### src/rtl/stk_pkg.sv
package stk_pkg;
  localparam int STK_AW = 16;
  localparam int STK_BW = 8;
  localparam int STK_WW = 2 * STK_BW;

  typedef enum logic [1:0] {
    OP_PUSH = 2'd0,
    OP_POP  = 2'd1,
    OP_LDSP = 2'd2,
    OP_RDSP = 2'd3
  } stk_op_e;

  typedef enum logic [2:0] {
    S_IDLE    = 3'd0,
    S_PUSH_HI = 3'd1,
    S_PUSH_LO = 3'd2,
    S_POP_LO  = 3'd3,
    S_POP_HI  = 3'd4,
    S_POP_FIN = 3'd5
  } stk_state_e;

  function automatic logic [STK_BW-1:0] upper_byte(input logic [STK_WW-1:0] w);
    return w[STK_WW-1:STK_BW];
  endfunction

  function automatic logic [STK_BW-1:0] lower_byte(input logic [STK_WW-1:0] w);
    return w[STK_BW-1:0];
  endfunction

  function automatic logic [STK_WW-1:0] glue_bytes(input logic [STK_BW-1:0] hi,
                                                   input logic [STK_BW-1:0] lo);
    return {hi, lo};
  endfunction
endpackage

### src/rtl/stk_ptr_reg.sv
module stk_ptr_reg #(
  parameter int AW = stk_pkg::STK_AW
) (
  input  logic          clk,
  input  logic          rst_n,
  input  logic          ld,
  input  logic [AW-1:0] ld_val,
  input  logic          step_dn,
  input  logic          step_up,
  output logic [AW-1:0] sp
);
  localparam logic [AW-1:0] ONE = AW'(1);

  function automatic logic [AW-1:0] minus_one(input logic [AW-1:0] p);
    return p - ONE;
  endfunction

  function automatic logic [AW-1:0] plus_one(input logic [AW-1:0] p);
    return p + ONE;
  endfunction

  always_ff @(posedge clk) begin
    if (!rst_n)       sp <= '0;
    else if (ld)      sp <= ld_val;
    else if (step_dn) sp <= minus_one(sp);
    else if (step_up) sp <= plus_one(sp);
  end

  // wrap at both ends of the address space
  p_wrap_down_r5: assert property (@(posedge clk) disable iff (!rst_n)
    (step_dn && !ld && sp == '0) |=> sp == '1);
  p_wrap_up_r5: assert property (@(posedge clk) disable iff (!rst_n)
    (step_up && !ld && !step_dn && sp == '1) |=> sp == '0);
  // at most one pointer update source at a time
  p_ctl_onehot_r8: assert property (@(posedge clk) disable iff (!rst_n)
    $onehot0({ld, step_dn, step_up}));
endmodule

### src/rtl/stk_seq.sv
module stk_seq
  import stk_pkg::*;
(
  input  logic       clk,
  input  logic       rst_n,
  input  logic       cmd_valid,
  input  logic [1:0] cmd_op,
  output stk_state_e state,
  output logic       busy,
  output logic       accept,
  output logic       ld,
  output logic       step_dn,
  output logic       step_up,
  output logic       cap_push,
  output logic       cap_lo,
  output logic       cap_res,
  output logic       cap_sp,
  output logic       sel_hi,
  output logic       mem_we,
  output logic       mem_re,
  output logic       done,
  output logic       ev_push_hi,
  output logic       ev_push_lo,
  output logic       ev_pop_lo,
  output logic       ev_pop_hi,
  output logic       ev_finish
);
  stk_state_e nxt;
  stk_op_e    op;
  logic       short_cmd;

  assign op        = stk_op_e'(cmd_op);
  assign accept    = cmd_valid && (state == S_IDLE);
  assign short_cmd = accept && (op == OP_LDSP || op == OP_RDSP);

  assign ev_push_hi = (state == S_PUSH_HI);
  assign ev_push_lo = (state == S_PUSH_LO);
  assign ev_pop_lo  = (state == S_POP_LO);
  assign ev_pop_hi  = (state == S_POP_HI);
  assign ev_finish  = ev_push_lo || (state == S_POP_FIN) || short_cmd;

  assign busy     = (state != S_IDLE);
  assign ld       = accept && (op == OP_LDSP);
  assign cap_sp   = accept && (op == OP_RDSP);
  assign cap_push = accept && (op == OP_PUSH);
  assign step_dn  = ev_push_hi || ev_push_lo;
  assign step_up  = ev_pop_lo || ev_pop_hi;
  assign cap_lo   = ev_pop_hi;
  assign cap_res  = (state == S_POP_FIN);
  assign sel_hi   = ev_push_hi;
  assign mem_we   = ev_push_hi || ev_push_lo;
  assign mem_re   = ev_pop_lo || ev_pop_hi;

  always_comb begin
    nxt = state;
    unique case (state)
      S_IDLE: begin
        if (accept && op == OP_PUSH)     nxt = S_PUSH_HI;
        else if (accept && op == OP_POP) nxt = S_POP_LO;
      end
      S_PUSH_HI: nxt = S_PUSH_LO;
      S_PUSH_LO: nxt = S_IDLE;
      S_POP_LO:  nxt = S_POP_HI;
      S_POP_HI:  nxt = S_POP_FIN;
      S_POP_FIN: nxt = S_IDLE;
      default:   nxt = S_IDLE;
    endcase
  end

  always_ff @(posedge clk) begin
    if (!rst_n) begin
      state <= S_IDLE;
      done  <= 1'b0;
    end else begin
      state <= nxt;
      done  <= ev_finish;
    end
  end

  // push bytes go out in consecutive cycles, then finish
  p_push_order_r2: assert property (@(posedge clk) disable iff (!rst_n)
    ev_push_hi |=> ev_push_lo);
  // pop runs low read, high read, then gather
  p_pop_order_r4: assert property (@(posedge clk) disable iff (!rst_n)
    ev_pop_lo |=> ev_pop_hi ##1 (state == S_POP_FIN));
  // short commands complete the next cycle without going busy
  p_short_cmd_r6: assert property (@(posedge clk) disable iff (!rst_n)
    short_cmd |=> (done && !busy));
  // done only when idle, and one pulse per long command
  p_done_idle_r9: assert property (@(posedge clk) disable iff (!rst_n)
    done |-> !busy);
  p_done_single_r9: assert property (@(posedge clk) disable iff (!rst_n)
    (done && !$past(short_cmd)) |=> !done || $past(short_cmd));
endmodule

### src/rtl/stk_data.sv
module stk_data
  import stk_pkg::*;
#(
  parameter int AW = STK_AW,
  parameter int BW = STK_BW,
  localparam int WW = 2 * BW
) (
  input  logic          clk,
  input  logic          rst_n,
  input  logic [WW-1:0] push_word,
  input  logic [AW-1:0] sp,
  input  logic [BW-1:0] mem_rdata,
  input  logic          cap_push,
  input  logic          cap_lo,
  input  logic          cap_res,
  input  logic          cap_sp,
  input  logic          sel_hi,
  output logic [BW-1:0] mem_wdata,
  output logic [WW-1:0] rsp_data
);
  logic [WW-1:0] push_q;
  logic [BW-1:0] lo_q;

  assign mem_wdata = sel_hi ? push_q[WW-1:BW] : push_q[BW-1:0];

  always_ff @(posedge clk) begin
    if (!rst_n) begin
      push_q   <= '0;
      lo_q     <= '0;
      rsp_data <= '0;
    end else begin
      if (cap_push) push_q <= push_word;
      if (cap_lo)   lo_q   <= mem_rdata;
      if (cap_res)  rsp_data <= {mem_rdata, lo_q};
      else if (cap_sp) rsp_data <= WW'(sp);
    end
  end

  // the pushed word is frozen while its bytes are being written
  p_push_word_held_r8: assert property (@(posedge clk) disable iff (!rst_n)
    (sel_hi) |=> $stable(push_q));
endmodule

### src/rtl/stk_engine.sv
module stk_engine
  import stk_pkg::*;
#(
  parameter int AW = STK_AW,
  parameter int BW = STK_BW,
  localparam int WW = 2 * BW
) (
  input  logic          clk,
  input  logic          rst_n,
  input  logic          cmd_valid,
  input  logic [1:0]    cmd_op,
  input  logic [WW-1:0] cmd_data,
  output logic [WW-1:0] rsp_data,
  output logic          busy,
  output logic          done,
  output logic [AW-1:0] mem_addr,
  output logic [BW-1:0] mem_wdata,
  output logic          mem_we,
  output logic          mem_re,
  input  logic [BW-1:0] mem_rdata
);
  stk_state_e    state;
  logic          accept, ld, step_dn, step_up;
  logic          cap_push, cap_lo, cap_res, cap_sp, sel_hi;
  logic          ev_push_hi, ev_push_lo, ev_pop_lo, ev_pop_hi, ev_finish;
  logic [AW-1:0] sp;

  stk_seq u_seq (
    .clk, .rst_n, .cmd_valid, .cmd_op,
    .state, .busy, .accept, .ld, .step_dn, .step_up,
    .cap_push, .cap_lo, .cap_res, .cap_sp, .sel_hi,
    .mem_we, .mem_re, .done,
    .ev_push_hi, .ev_push_lo, .ev_pop_lo, .ev_pop_hi, .ev_finish
  );

  stk_ptr_reg #(.AW(AW)) u_ptr (
    .clk, .rst_n, .ld, .ld_val(AW'(cmd_data)), .step_dn, .step_up, .sp
  );

  stk_data #(.AW(AW), .BW(BW)) u_data (
    .clk, .rst_n, .push_word(cmd_data), .sp, .mem_rdata,
    .cap_push, .cap_lo, .cap_res, .cap_sp, .sel_hi,
    .mem_wdata, .rsp_data
  );

  // pre-decrement on writes, plain pointer on reads
  assign mem_addr = mem_we ? (sp - AW'(1)) : sp;

  // low byte goes one address below the high byte
  p_push_addr_r2: assert property (@(posedge clk) disable iff (!rst_n)
    ev_push_lo |-> mem_addr == $past(mem_addr) - AW'(1));
  // high byte is read one address above the low byte
  p_pop_addr_r4: assert property (@(posedge clk) disable iff (!rst_n)
    ev_pop_hi |-> mem_addr == $past(mem_addr) + AW'(1));
  // strobes exclusive and quiet when idle
  p_mem_excl_r10: assert property (@(posedge clk) disable iff (!rst_n)
    !(mem_we && mem_re));
  p_idle_quiet_r10: assert property (@(posedge clk) disable iff (!rst_n)
    !busy |-> (!mem_we && !mem_re));
  // a push leaves the pointer two below where it started
  p_push_net_r3: assert property (@(posedge clk) disable iff (!rst_n)
    ev_push_lo |=> sp == $past(sp, 2) - AW'(2));
endmodule

### config.mk
export PLATFORM = sky130hd
export DESIGN_NAME = stk_engine
export DESIGN_NICKNAME = d
export VERILOG_FILES = /design/src/rtl/stk_pkg.sv /design/src/rtl/stk_ptr_reg.sv /design/src/rtl/stk_seq.sv /design/src/rtl/stk_data.sv /design/src/rtl/stk_engine.sv
export SDC_FILE = /design/constraint.sdc
export NUM_CORES = 1
export LEC_CHECK = 0
export ABC_AREA = 1
export BUFFER_PORTS_ARGS = -buffer_cell sky130_fd_sc_hd__buf_2
export CAP_MARGIN = 20
export CORE_MARGIN = 1
export CORE_UTILIZATION = 50
export CTS_CLUSTER_DIAMETER = 50
export DETAILED_ROUTE_END_ITERATION = 7
export PLACE_DENSITY_LB_ADDON = 0.3
export SLEW_MARGIN = 30
export SYNTH_ARGS = -nofsm -noshare
export SYNTH_HDL_FRONTEND = slang
export SYNTH_SLANG_ARGS = --single-unit
### constraint.sdc
create_clock -name clk -period 1.7 [get_ports clk]
set_clock_uncertainty 0.15 [all_clocks]
set_input_delay 0.085 -clock clk [delete_from_list [all_inputs] [get_ports clk]]
set_output_delay 0.085 -clock clk [all_outputs]
set_load 0.005 [all_outputs]
==> metrics.md, run 1 <==
| Metric | Value |
|---|---|
| DR pass1 iterations | 8 |
| Met1 usage | 0.4687 |
| DR vias | 5765 |
| Failing checks | design-rule violations, negative setup slack |
| Final instance area | 6202 sq um |
| Largest buffer count on any clock path | 2 |
| Syn avg cell area | 6.252 sq um |
| Core area | 6907 sq um |
| Most frequent cells in the layout | nand2_1 (134), buf_2 (70), buf_4 (58) |
| Outcome | finished, violations left |
| HP Class | input pin to flip-flop |
| Reg2Reg Depth | 9 |
| Synth-to-layout area growth | 71.34% |
| Leakage | 2.735 nW |
| TritonCTS Buffers | 9 |
| Remaining DRCs | 56 |
| WL/cell | 25.53 microns |
| Tmin final | 2.213 ns |
| Hold path start | rst_n |
| Initial antenna violation count | 0 |
| Sequential-to-total area share from yosys stat | 0.3318 |
| Number of global-route vias before repair | 4625 |
| Layout filler cell count | 281 |
| Clock transition at path regs | 0.08 ns |
| Placer congestion estimate | 0.9552 |
| Clk sinks | 60 |
| Mapped Area | 3620 sq um |
| Logic pwr share | 0.660 |
| Syn. warnings | 0 |
| Clock share of power | 0.157 |
| RSZ-0062 raised after global routing | true |
| EDFF count, synth | 0 |
| Worst skew pair latency | 0.41 ns |
| Final hold violation count | 0 |
| Largest net degree at the start of global routing | 44 |
| CTS Root Cell | clkbuf_8 |
| CP Capture Type | flip-flop |
| 1st-iter DRT viols | 1129 |
| First-pass GRT wire length | 23180 microns |
| Starting Density | 0.5241 |
| Share of layout cells above drive strength 1 | 0.4638 |
| Core Util, Final | 0.8980 |
| Site Rows | 30 |
| Die Span Y | 87.09 microns |
| Seq cells post-synth | 60 |
| Syn_nets | 612 |
| Final Setup Violations | 55 |
| Finished Layout Cells | 843 |
| Commonest non-fill, non-tap cell in the layout | nand2_1 |
| Total power draw | 12.05 mW |
| Max-cap violations | 0 |
| Gr usage total | 0.4054 |
| Dpl cells | 754 |
| Grt met2 use | 0.6593 |
| Worst hold stages | 3 |
| Final worst slack | -0.5130 ns |
| Critical-path maximum fanout | 3 |
| Via density | 6.839 |
| Number of H-tree levels | 3 |
| Synth Instances | 579 |
| IO Count | 73 |
| Crit path DAT | 2.35 ns |
| WP data required | 1.84 ns |
| Die ar. | 7584 sq um |
| Antenna-violating nets left | 0 |
| Port Buf Inserts | 72 |
| Maximum clock rate | 0.4519 GHz |
| Rel. slew slack | 0.6199 |
| Internal Power | 6.044 mW |
| Synth cell types | 33 |
| Nets | 774 |
| Remaining global-route overflow | 0 |
| Worst setup SP type | flip-flop |
| HPWL after DPL | 7965 microns |
| Cell Pwr Density | 1942 nW/um^2 |
| RR Startpoint | u_ptr.sp[1] |
| WS Path Type | flip-flop to flip-flop |
| Peak VDD IR | 1.305 mV |
| CTS tree | done |
| Crit. Startpoint | u_ptr.sp[1] |
| Wirelength, routed | 21530 microns |
| Psw | 6.002 mW |
| Switching Share | 0.4982 |
| Least-Margin Pin Slew | 0.5667 ns |
| Final Cycle Share | 1.302 |
| Dpl cell area | 4269 sq um |
| Post-route setup TNS | -9.667 ns |
| Register share of total power | 0.183 |
| Async SR Flop Fraction | 0 |
| GRT met3 Usage | 0.1156 |
| Final Slew Violations | 0 |
| Most Used Layer, Global Route | met2 |
| Ys flop type | dfxtp_1 |
| Die span in x | 87.09 microns |
## layout make-up
| cell class | instances | area, sq um | share of cell area |
|---|---|---|---|
| tap | 96 | 120.1 | 0.01937 |
| clock buffer | 10 | 137.6 | 0.02219 |
| clock inverter | 6 | 133.9 | 0.02159 |
| multi-input combinational | 439 | 2819 | 0.4545 |
| inverter | 48 | 222.7 | 0.03591 |
| timing repair inverter | 1 | 6.256 | 0.001009 |
| antenna | 1 | 2.502 | 0.0004035 |
| sequential | 60 | 1244 | 0.2005 |
| timing repair buffer | 182 | 1516 | 0.2445 |
## state kept, by name, indices dropped and copies added (netlist names)
signal           flops
u_data.push_q       16
u_data.rsp_data     16
u_ptr.sp            16
u_data.lo_q          8
u_seq.state          3
u_seq.done           1
## what timing repair did
action,CTS,global route
endpoints found under the hold margin,43,1
setup endpoints to repair,38,67
buffers inserted,18,19
gates cloned,5,7
pin swaps,23,43
resized for setup,107,155
hold buffers,25,1
## layer usage
layer / vias up / wire length, microns
met5: - / 30
met2: 717 / 8723
li1: 2219 / -
met4: 2 / 2610
met3: 306 / 3431
met1: 2521 / 6730
## worst paths after layout
check | to | slack (ns)
worst max-delay path | u_ptr.sp[3] | -0.51
worst min-delay path | u_ptr.sp[12] | 0.04
worst max register to register | u_ptr.sp[3] | -0.51
worst min register to register | u_data.push_q[9] | 0.34
## per-stage QoR
stage	worst slack, ns	hold slack (ns)
final	-0.5130	0.04391
after global routing	-0.4840	0.08361
after CTS	-0.1435	0.01390
after detailed placement	-0.1084	0.2099
after global placement	-0.05282	0.2029
after floorplan	0.007819	0.07331
## critical path, cell delays in order (launching register included)
cell and delay, ns:
dfxtp_2 0.38, buf_6 0.12, buf_4 0.11, buf_6 0.10, nand3_1 0.32, xor2_1 0.31, nand2_1 0.12, nand3_2 0.09
o211ai_1 0.13, a21oi_1 0.27
## power by group through the flow
| stage | registers (mW) | logic, mW | clock network (mW) |
|---|---|---|---|
| finish | 2.20 | 7.95 | 1.90 |
| global placement | 1.97 | 4.01 | 0 |
| global route | 2.19 | 8.24 | 1.92 |
| floorplan | 1.83 | 2.85 | 0 |
| CTS | 2.05 | 5.35 | 1.79 |
| detailed placement | 1.98 | 4.08 | 0 |
## synth_stat cells (3+ instances only)
cell type  count  area, sq um
nand2_1      158        593.1
nor2_1        80        300.3
dfxtp_1       60         1201
o21ai_0       56        280.3
nand3_1       41        205.2
inv_1         40        150.1
a21oi_1       26        130.1
o21ai_1       25        125.1
a31oi_1       19        118.9
clkbuf_1      13        48.80
buf_2         12        60.06
buf_6          5        56.30
inv_2          5        18.77
ha_1           4        50.05
nor2_2         4        25.02
xor2_1         4        35.03
buf_4          3        22.52
nand2_2        3        18.77
nor3_1         3        15.01
## kinds of logic (layout without fill, tap and decap cells)
group                    after synthesis  in the layout  share of synthesized area
AO/OA/AOI/OAI                        131            131                     0.1932
adder cells (fa/ha/maj)                4              4                    0.01383
buffers and inverters                 82            247                     0.1034
other                                  0              1                          0
XOR/XNOR                               4              4                   0.009678
flip-flops                            60             60                     0.3318
AND/OR/NAND/NOR                      298            300                     0.3481
Note: power is estimated with default switching activity, not from simulation.
==> run 2: changes to the inputs <==
--- a/config.mk
+++ b/config.mk
@@ -5,11 +5,10 @@
 export SDC_FILE = /design/constraint.sdc
 export NUM_CORES = 1
 export LEC_CHECK = 0
-export ABC_AREA = 1
 export BUFFER_PORTS_ARGS = -buffer_cell sky130_fd_sc_hd__buf_2
 export CAP_MARGIN = 20
 export CORE_MARGIN = 1
-export CORE_UTILIZATION = 50
+export CORE_UTILIZATION = 49
 export CTS_CLUSTER_DIAMETER = 50
 export DETAILED_ROUTE_END_ITERATION = 7
 export PLACE_DENSITY_LB_ADDON = 0.3
==> metrics.md, run 2 <==
| Metric | Value |
|---|---|
| Outcome | did not finish |
| Fail Step | global routing (5_1_grt) |
| Tool Error | [ERROR DPL-0038] Utilization greater than 100%, impossible to legalize |
| Largest net degree at the start of global routing | 29 |
| Sequential-to-total area share from yosys stat | 0.3514 (+0.01956) |
| Seq cells post-synth | 60 (unchanged) |
| Number of H-tree levels | 3 (unchanged) |
| Ranking of synthesized cells by area | dfxtp_1 (35%), nand2_1 (7.5%), mux2i_1 (5.3%), a21oi_1 (4.8%), nor2_1 (3.6%) |
| Starting Density | 0.5059 (-0.01817) |
| Largest buffer count on any clock path | 2 (unchanged) |
| Synth cell types | 61 (+85%) |
| Pre-CTS setup slack | -0.4108 ns (-0.3024 ns) |
| Mapped Area | 3418 sq um (-5.6%) |
| Synth Instances | 428 (-26%) |
| Yosys top cell by area | dfxtp_1 |
| Ys flop type | dfxtp_1 |
| EDFF count, synth | 0 (unchanged) |
| CTS Root Cell | clkbuf_8 |
| Area share of the largest cell type after synthesis | 0.3514 (+0.01956) |
| Worst Endpoint after GRT Repair | mem_addr[13] |
| Syn. warnings | 0 (unchanged) |
| Syn_nets | 461 (-25%) |
| HPWL after DPL | 8095 microns (+1.6%) |
| Placer congestion estimate | 0.8987 (-5.9%) |
| Die span in x | 85.52 microns (-1.8%) |
| Most used standard cell by instance count after synthesis | nand2_1 |
| Syn avg cell area | 7.987 sq um (+28%) |
| IO Count | 73 (unchanged) |
| Async SR Flop Fraction | 0 (unchanged) |
| Worst endpoint type | top-level output |
| Commonest cells in the netlist | nand2_1 (68), dfxtp_1 (60), a21oi_1 (33), nor2_1 (33), clkbuf_1 (22) |
| Port Buf Inserts | 72 (unchanged) |
| TritonCTS Buffers | 9 (unchanged) |
| Clk sinks | 60 (unchanged) |
| Die Span Y | 85.52 microns (-1.8%) |
| Site Rows | 30 (unchanged) |
[run 2: cell families after synthesis]
| logic type | after synthesis | synth area share |
|---|---|---|
| compound gates | 101 | 0.1977 |
| xor+xnor | 18 | 0.04832 |
| fa+ha+maj | 4 | 0.01464 |
| buf+inv | 43 | 0.05380 |
| flops | 60 | 0.3514 |
| mux | 26 | 0.07906 |
| simple gates | 176 | 0.2551 |
[run 2: through the flow]
| stage | cell area (sq um) | setup TNS, ns | hold WS (ns) | util | cells |
|---|---|---|---|---|---|
| floorplan | 3650 | -3.091 | 0.07096 | - | 428 |
| global placement | 4628 | -7.135 | 0.1961 | 0.6850 | 635 |
| detailed placement | 4628 | -8.942 | 0.2053 | 0.6850 | 635 |
| CTS | 6118 | -19.93 | 0.09373 | 0.9056 | 715 |
[run 2: repair_timing]
| action | 4_1_cts |
|---|---|
| gates resized for setup | 163 |
| hold buffers | 27 |
| buffers inserted | 32 |
| endpoints found under the setup margin | 73 |
| pin swaps | 63 |
| hold endpoints to repair | 40 |
| gates cloned | 6 |
==> run 3: changes to the inputs <==
--- a/config.mk
+++ b/config.mk
@@ -8,10 +8,9 @@
 export BUFFER_PORTS_ARGS = -buffer_cell sky130_fd_sc_hd__buf_2
 export CAP_MARGIN = 20
 export CORE_MARGIN = 1
-export CORE_UTILIZATION = 49
-export CTS_CLUSTER_DIAMETER = 50
+export CORE_UTILIZATION = 40
 export DETAILED_ROUTE_END_ITERATION = 7
-export PLACE_DENSITY_LB_ADDON = 0.3
+export PLACE_DENSITY_LB_ADDON = 0.15
 export SLEW_MARGIN = 30
 export SYNTH_ARGS = -nofsm -noshare
 export SYNTH_HDL_FRONTEND = slang
==> constraint.sdc (replaced) <==
create_clock -name clk -period 2.21 [get_ports clk]
set_clock_uncertainty 0.15 [all_clocks]
set_input_delay 0.1105 -clock clk [delete_from_list [all_inputs] [get_ports clk]]
set_output_delay 0.1105 -clock clk [all_outputs]
set_load 0.005 [all_outputs]
==> metrics.md, run 3 <==
| Metric | Value |
|---|---|
| Placer congestion estimate | 0.9152 (+1.8%) |
| Final worst slack | -0.2308 ns |
| Clock share of power | 0.269 |
| Synth cell types | 61 (unchanged) |
| Largest buffer count on any clock path | 2 (unchanged) |
| WP data required | 1.95 ns |
| TritonCTS Buffers | 9 (unchanged) |
| DR vias | 3761 |
| Final Setup Violations | 8 |
| HP Class | input pin to flip-flop |
| Worst skew pair latency | 0.34 ns |
| Final Cycle Share | 1.104 |
| Dpl cell area | 4193 sq um (-9.4%) |
| WL/cell | 16.81 microns |
| Synth-to-layout area growth | 46.12% |
| Die Span Y | 94.44 microns (+10%) |
| Nets | 604 |
| Remaining DRCs | 0 |
| Rel. slew slack | 0.6759 |
| Syn. warnings | 0 (unchanged) |
| Sequential-to-total area share from yosys stat | 0.3514 (unchanged) |
| WS Path Type | flip-flop to primary output |
| CTS tree | done |
| Core Util, Final | 0.6048 |
| Via density | 5.523 |
| Ranking of synthesized cells by area | dfxtp_1 (35%), nand2_1 (7.5%), mux2i_1 (5.3%), a21oi_1 (4.8%), nor2_1 (3.6%) |
| DR pass1 iterations | 5 |
| Tmin final | 2.441 ns |
| Psw | 1.087 mW |
| Area share of the largest cell type after synthesis | 0.3514 (unchanged) |
| IO Count | 73 (unchanged) |
| Most frequent cells in the layout | buf_2 (72), nand2_1 (67), buf_4 (57) |
| Syn_nets | 461 (unchanged) |
| Clk sinks | 60 (unchanged) |
| EDFF count, synth | 0 (unchanged) |
| RSZ-0062 raised after global routing | true |
| Final hold violation count | 0 |
| Site Rows | 33 (+10%) |
| Final Slew Violations | 0 |
| Switching Share | 0.3346 |
| Seq cells post-synth | 60 (unchanged) |
| Number of H-tree levels | 3 (unchanged) |
| Clock transition at path regs | 0.07 ns |
| Max-cap violations | 0 |
| N_diodes | 0 |
| Synth Instances | 428 (unchanged) |
| CP Capture Type | primary output |
| Starting Density | 0.4139 (-0.09199) |
| 1st-iter DRT viols | 262 |
| Commonest non-fill, non-tap cell in the layout | buf_2 |
| Crit path DAT | 2.18 ns |
| Worst setup SP type | flip-flop |
| Antenna-violating nets left | 0 |
| Wirelength, routed | 11450 microns |
| Initial antenna violation count | 0 |
| Outcome | finished, violations left |
| Total power draw | 3.248 mW |
| Gr usage total | 0.2699 |
| Die ar. | 8919 sq um |
| Port Buf Inserts | 72 (unchanged) |
| Layout filler cell count | 762 |
| First-pass GRT wire length | 18210 microns |
| Number of global-route vias before repair | 3677 |
| Core area | 8258 sq um |
| Mapped Area | 3418 sq um (unchanged) |
| Yosys top cell by area | dfxtp_1 |
| Largest registers | u_data.push_q: 16 flops, u_data.rsp_data: 16 flops, u_ptr.sp: 16 flops |
| Maximum clock rate | 0.4097 GHz |
| CTS Root Cell | clkbuf_8 |
| Least-Margin Pin Slew | 0.4825 ns |
| Commonest cells in the netlist | nand2_1 (68), dfxtp_1 (60), a21oi_1 (33), nor2_1 (33), clkbuf_1 (22) |
| Share of layout cells above drive strength 1 | 0.3524 |
| Pre-CTS setup slack | 0.04599 ns (+0.4568 ns) |
| Async SR Flop Fraction | 0 (unchanged) |
| Final instance area | 4995 sq um |
| Largest net degree at the start of global routing | 33 |
| Most used standard cell by instance count after synthesis | nand2_1 |
| Critical-path maximum fanout | 2 |
| Remaining global-route overflow | 0 |
| Ys flop type | dfxtp_1 |
| Internal Power | 2.161 mW |
| Logic pwr share | 0.362 |
| Peak VDD IR | 0.3874 mV |
| Cell Pwr Density | 650.3 nW/um^2 |
| Leakage | 2.189 nW |
| Die span in x | 94.44 microns (+10%) |
| HPWL after DPL | 7955 microns (-1.7%) |
| Register share of total power | 0.369 |
| Syn avg cell area | 7.987 sq um (unchanged) |
| Failing checks | negative setup slack |
[run 3: cell counts after synthesis]
Identical to the previous run, type by type.
[run 3: final cells by class]
type | count | area (sq um) | area share
Inverter | 8 | 30.03 | 0.006012
Tap cell | 105 | 131.4 | 0.02630
Multi-Input combinational cell | 325 | 2216 | 0.4436
Clock inverter | 4 | 25.02 | 0.005010
Timing Repair Buffer | 167 | 1227 | 0.2457
Sequential cell | 60 | 1220 | 0.2442
Clock buffer | 12 | 145.1 | 0.02906
[run 3: power by group through the flow]
stage / clock, mW / combinational (mW) / sequential (mW)
after floorplan: 0 / 0.535 / 1.21
after global placement: 0 / 0.909 / 1.22
after detailed placement: 0 / 0.914 / 1.22
after CTS: 0.902 / 1.08 / 1.20
after global routing: 0.951 / 1.27 / 1.21
final: 0.875 / 1.17 / 1.20
[run 3: logic make-up after synthesis]
kind of cell,after synthesis,synth area share
AND/OR/NAND/NOR,176,0.2551
AO/OA/AOI/OAI,101,0.1977
flip-flops,60,0.3514
buffers and inverters,43,0.05380
multiplexers,26,0.07906
XOR/XNOR,18,0.04832
adder cells (fa/ha/maj),4,0.01464
[run 3: critical path, cell delays in order, from the launching register on]
cell and delay (ns):
dfxtp_1 0.31, or4_4 0.55, or4_4 0.56, nor2_4 0.12
xor2_1 0.16, buf_2 0.14
[run 3: timing repair]
action | in CTS | in global routing
endpoints found under the setup margin | 20 | 26
resized for setup | 29 | 21
pin swaps | 10 | 11
setup buffers | 10 | 10
endpoints found under the hold margin | 44 | 0
hold buffers | 26 | 0
[run 3: final timing paths]
kind / startpoint / end / slack, ns / cells past startpoint
worst max-delay path: u_ptr.sp[7] / mem_addr[13] / -0.23 / 5
worst min-delay path: cmd_op[1] / u_seq.state[1] / 0.03 / 4
worst max register to register: u_ptr.sp[6] / u_ptr.sp[7] / -0.07 / 8
worst min register to register: u_data.push_q[1] / u_data.push_q[1] / 0.30 / 2
[run 3: layer usage]
layer  track usage  vias up  wire, microns  share of wire
met1        0.3312     1751           4997           0.44
met3       0.06200       25            734          0.064
met2        0.4541      154           5449           0.48
met5             0        -              0              0
li1              -     1831              -              -
met4        0.1077        0            269          0.023
[run 3: per-stage QoR]
| step | TNS (ns) | std cells | hold WS [ns] |
|---|---|---|---|
| final | -0.8264 | 681 | 0.03325 |
| after CTS | -1.148 | 671 | 0.01503 |
| after global placement | 0 | 619 | 0.2204 |
| after floorplan | 0 | 428 | 0.09646 |
| after global routing | -1.628 | 681 | 0.06824 |
| after detailed placement | 0 | 619 | 0.2230 |
==> run 4: changes to the inputs <==
--- a/config.mk
+++ b/config.mk
@@ -8,10 +8,12 @@
 export BUFFER_PORTS_ARGS = -buffer_cell sky130_fd_sc_hd__buf_2
 export CAP_MARGIN = 20
 export CORE_MARGIN = 1
-export CORE_UTILIZATION = 40
+export CORE_UTILIZATION = 55
 export DETAILED_ROUTE_END_ITERATION = 7
 export PLACE_DENSITY_LB_ADDON = 0.15
+export REMOVE_ABC_BUFFERS = 1
 export SLEW_MARGIN = 30
 export SYNTH_ARGS = -nofsm -noshare
 export SYNTH_HDL_FRONTEND = slang
 export SYNTH_SLANG_ARGS = --single-unit
+export TNS_END_PERCENT = 10
==> metrics.md, run 4 (synthesis results as in run 3) <==
| Metric | Value |
|---|---|
| Register share of total power | 0.361 (-0.008) |
| Rel. slew slack | 0.6909 (+0.01503) |
| Remaining DRCs | 0 (unchanged) |
| Antenna-violating nets left | 0 (unchanged) |
| Least-Margin Pin Slew | 0.4628 ns (-0.01968 ns) |
| Logic pwr share | 0.304 (-0.058) |
| CTS tree | done |
| Leakage | 2.047 nW (-6.5%) |
| Gr usage total | 0.3329 (+0.06297) |
| Wirelength, routed | 10300 microns (-10%) |
| Largest registers | u_data.push_q: 16 flops, u_data.rsp_data: 16 flops, u_ptr.sp: 16 flops |
| Multi-input gate area | 2131 sq um (-3.8%) |
| Clk sinks | 60 (unchanged) |
| DR vias | 3659 (-2.7%) |
| Commonest non-fill, non-tap cell in the layout | buf_2 |
| Tmin final | 2.456 ns (+0.01564 ns) |
| Crit path DAT | 2.20 ns (+0.02 ns) |
| Site Rows | 28 (-15%) |
| CP Capture Type | primary output |
| Dpl cells | 585 (-5.5%) |
| Final Cycle Share | 1.112 (+0.007078) |
| WS Path Type | flip-flop to primary output |
| Number of global-route vias before repair | 3449 (-6.2%) |
| Cell Pwr Density | 716.4 nW/um^2 (+10%) |
| Most frequent cells in the layout | buf_2 (72), nand2_1 (67), dfxtp_1 (57) |
| Final worst slack | -0.2465 ns (-0.01564 ns) |
| TritonCTS Buffers | 9 (unchanged) |
| WP data required | 1.95 ns (about the same) |
| Psw | 1.065 mW (-2.0%) |
| Core area | 5956 sq um (-28%) |
| Via density | 5.836 (+5.7%) |
| DR pass1 iterations | 5 (unchanged) |
| Pre-CTS setup slack | 0.04031 ns (-0.005680 ns) |
| Internal Power | 2.269 mW (+5.0%) |
| First-pass GRT wire length | 16300 microns (-10%) |
| Peak VDD IR | 0.4892 mV (+26%) |
| Placer congestion estimate | 0.9229 (+0.84%) |
| N_diodes | 0 (unchanged) |
| RSZ-0062 raised after global routing | true |
| Number of H-tree levels | 3 (unchanged) |
| Nets | 580 (-4.0%) |
| WL/cell | 16.43 microns (-2.3%) |
| Final hold violation count | 0 (unchanged) |
| Final Setup Violations | 8 (unchanged) |
| Final Slew Violations | 0 (unchanged) |
| Remaining global-route overflow | 0 (unchanged) |
| Largest net degree at the start of global routing | 33 (unchanged) |
| IO Count | 73 (unchanged) |
| Share of layout cells above drive strength 1 | 0.3098 (-0.04265) |
| CTS Root Cell | clkbuf_8 |
| Outcome | finished, violations left |
| Starting Density | 0.5739 (+0.1600) |
| Port Buf Inserts | 72 (unchanged) |
| Die ar. | 6534 sq um (-27%) |
| HPWL after DPL | 7050 microns (-11%) |
| Synth-to-layout area growth | 36.13% |
| Critical-path maximum fanout | 2 (unchanged) |
| Die Span Y | 80.84 microns (-14%) |
| Initial antenna violation count | 0 (unchanged) |
| Die span in x | 80.84 microns (-14%) |
| Clock share of power | 0.335 (+0.066) |
| FF/Latch Area | 1207 sq um (-1.0%) |
| Clock transition at path regs | 0.07 ns (about the same) |
| Finished Layout Cells | 627 (-7.9%) |
| HP Class | input pin to flip-flop |
| Layout filler cell count | 450 (-41%) |
| Worst setup SP type | flip-flop |
| Worst skew pair latency | 0.34 ns (about the same) |
| 1st-iter DRT viols | 247 (-5.7%) |
| Switching Share | 0.3194 (-0.01516) |
| Largest buffer count on any clock path | 2 (unchanged) |
| Max-cap violations | 0 (unchanged) |
| Maximum clock rate | 0.4071 GHz (-0.64%) |
| Failing checks | negative setup slack |
[run 4: changes by cell type in the layout (fill, tap and decap cells not counted), moves of 3 or more]
cell | before | now
nor4_4 | 5 | 1
dfxtp_4 | 4 | 1
dfxtp_1 | 53 | 57
buf_6 | 7 | 0
buf_4 | 57 | 45
buf_12 | 5 | 1
[run 4: timing repair]
action / 4_1_cts / 5_1_grt
buffers inserted: 1 / 0
gates resized for setup: 14 / 10
setup endpoints to repair: 12 / 34
pin swaps: 6 / 0
hold buffers: 25 / 0
endpoints found under the hold margin: 46 / 0
[run 4: metal layers]
| metal | up-vias | part of all wire | GRT usage | wire length, microns |
|---|---|---|---|---|
| met5 | - | 0 | 0 | 0 |
| met4 | 0 | 0.024 | 0.1482 | 246 |
| met3 | 30 | 0.070 | 0.05169 | 716 |
| met2 | 165 | 0.49 | 0.5647 | 5001 |
| met1 | 1675 | 0.42 | 0.4139 | 4336 |
| li1 | 1789 | - | - | - |
[run 4: per-stage QoR]
stage          utilization  setup TNS, ns  power [mW]  hold WS, ns  cell area [sq um]
2_1_floorplan            -         -4.057       1.711      0.08221               3264
3_3_place_gp        0.6838              0       2.088       0.2155               4073
3_5_place_dp        0.6838              0       2.101       0.2208               4073
4_1_cts             0.7733        -0.8183       3.307      0.01196               4606
5_1_grt             0.7813         -2.400       3.499      0.01211               4653
6_report            0.7813        -0.9154       3.334      0.04035               4653
[run 4: worst max-delay path, stage by stage (launching register included)]
cell	delay [ns]
dfxtp_1	0.32
or4_4	0.55
or4_4	0.55
nor2_4	0.11
xor2_1	0.18
buf_2	0.14
[run 4: final timing paths]
path / start / to / slack (ns) / depth (start not counted)
min reg2reg: u_data.push_q[6] / u_data.push_q[6] / 0.30 / 2
max reg2reg: u_seq.state[0] / u_ptr.sp[15] / 0.02 / 6
min: rst_n / u_ptr.sp[9] / 0.04 / 2
max: u_ptr.sp[7] / mem_addr[13] / -0.25 / 5
[run 4: power groups by stage]
stage | clock, mW | combinational (mW) | sequential, mW
finish | 1.12 | 1.01 | 1.20
global route | 1.19 | 1.10 | 1.21
CTS | 1.14 | 0.971 | 1.20
detailed placement | 0 | 0.877 | 1.22
global placement | 0 | 0.867 | 1.22
floorplan | 0 | 0.453 | 1.26
[run 4: cell type report]
cell class / instances / share of cell area
tap: 75 / 0.02017
clock inverter: 7 / 0.02124
multi-input combinational: 325 / 0.4579
clock buffer: 9 / 0.02662
inverter: 8 / 0.006453
timing repair buffer: 143 / 0.2081
sequential: 60 / 0.2595
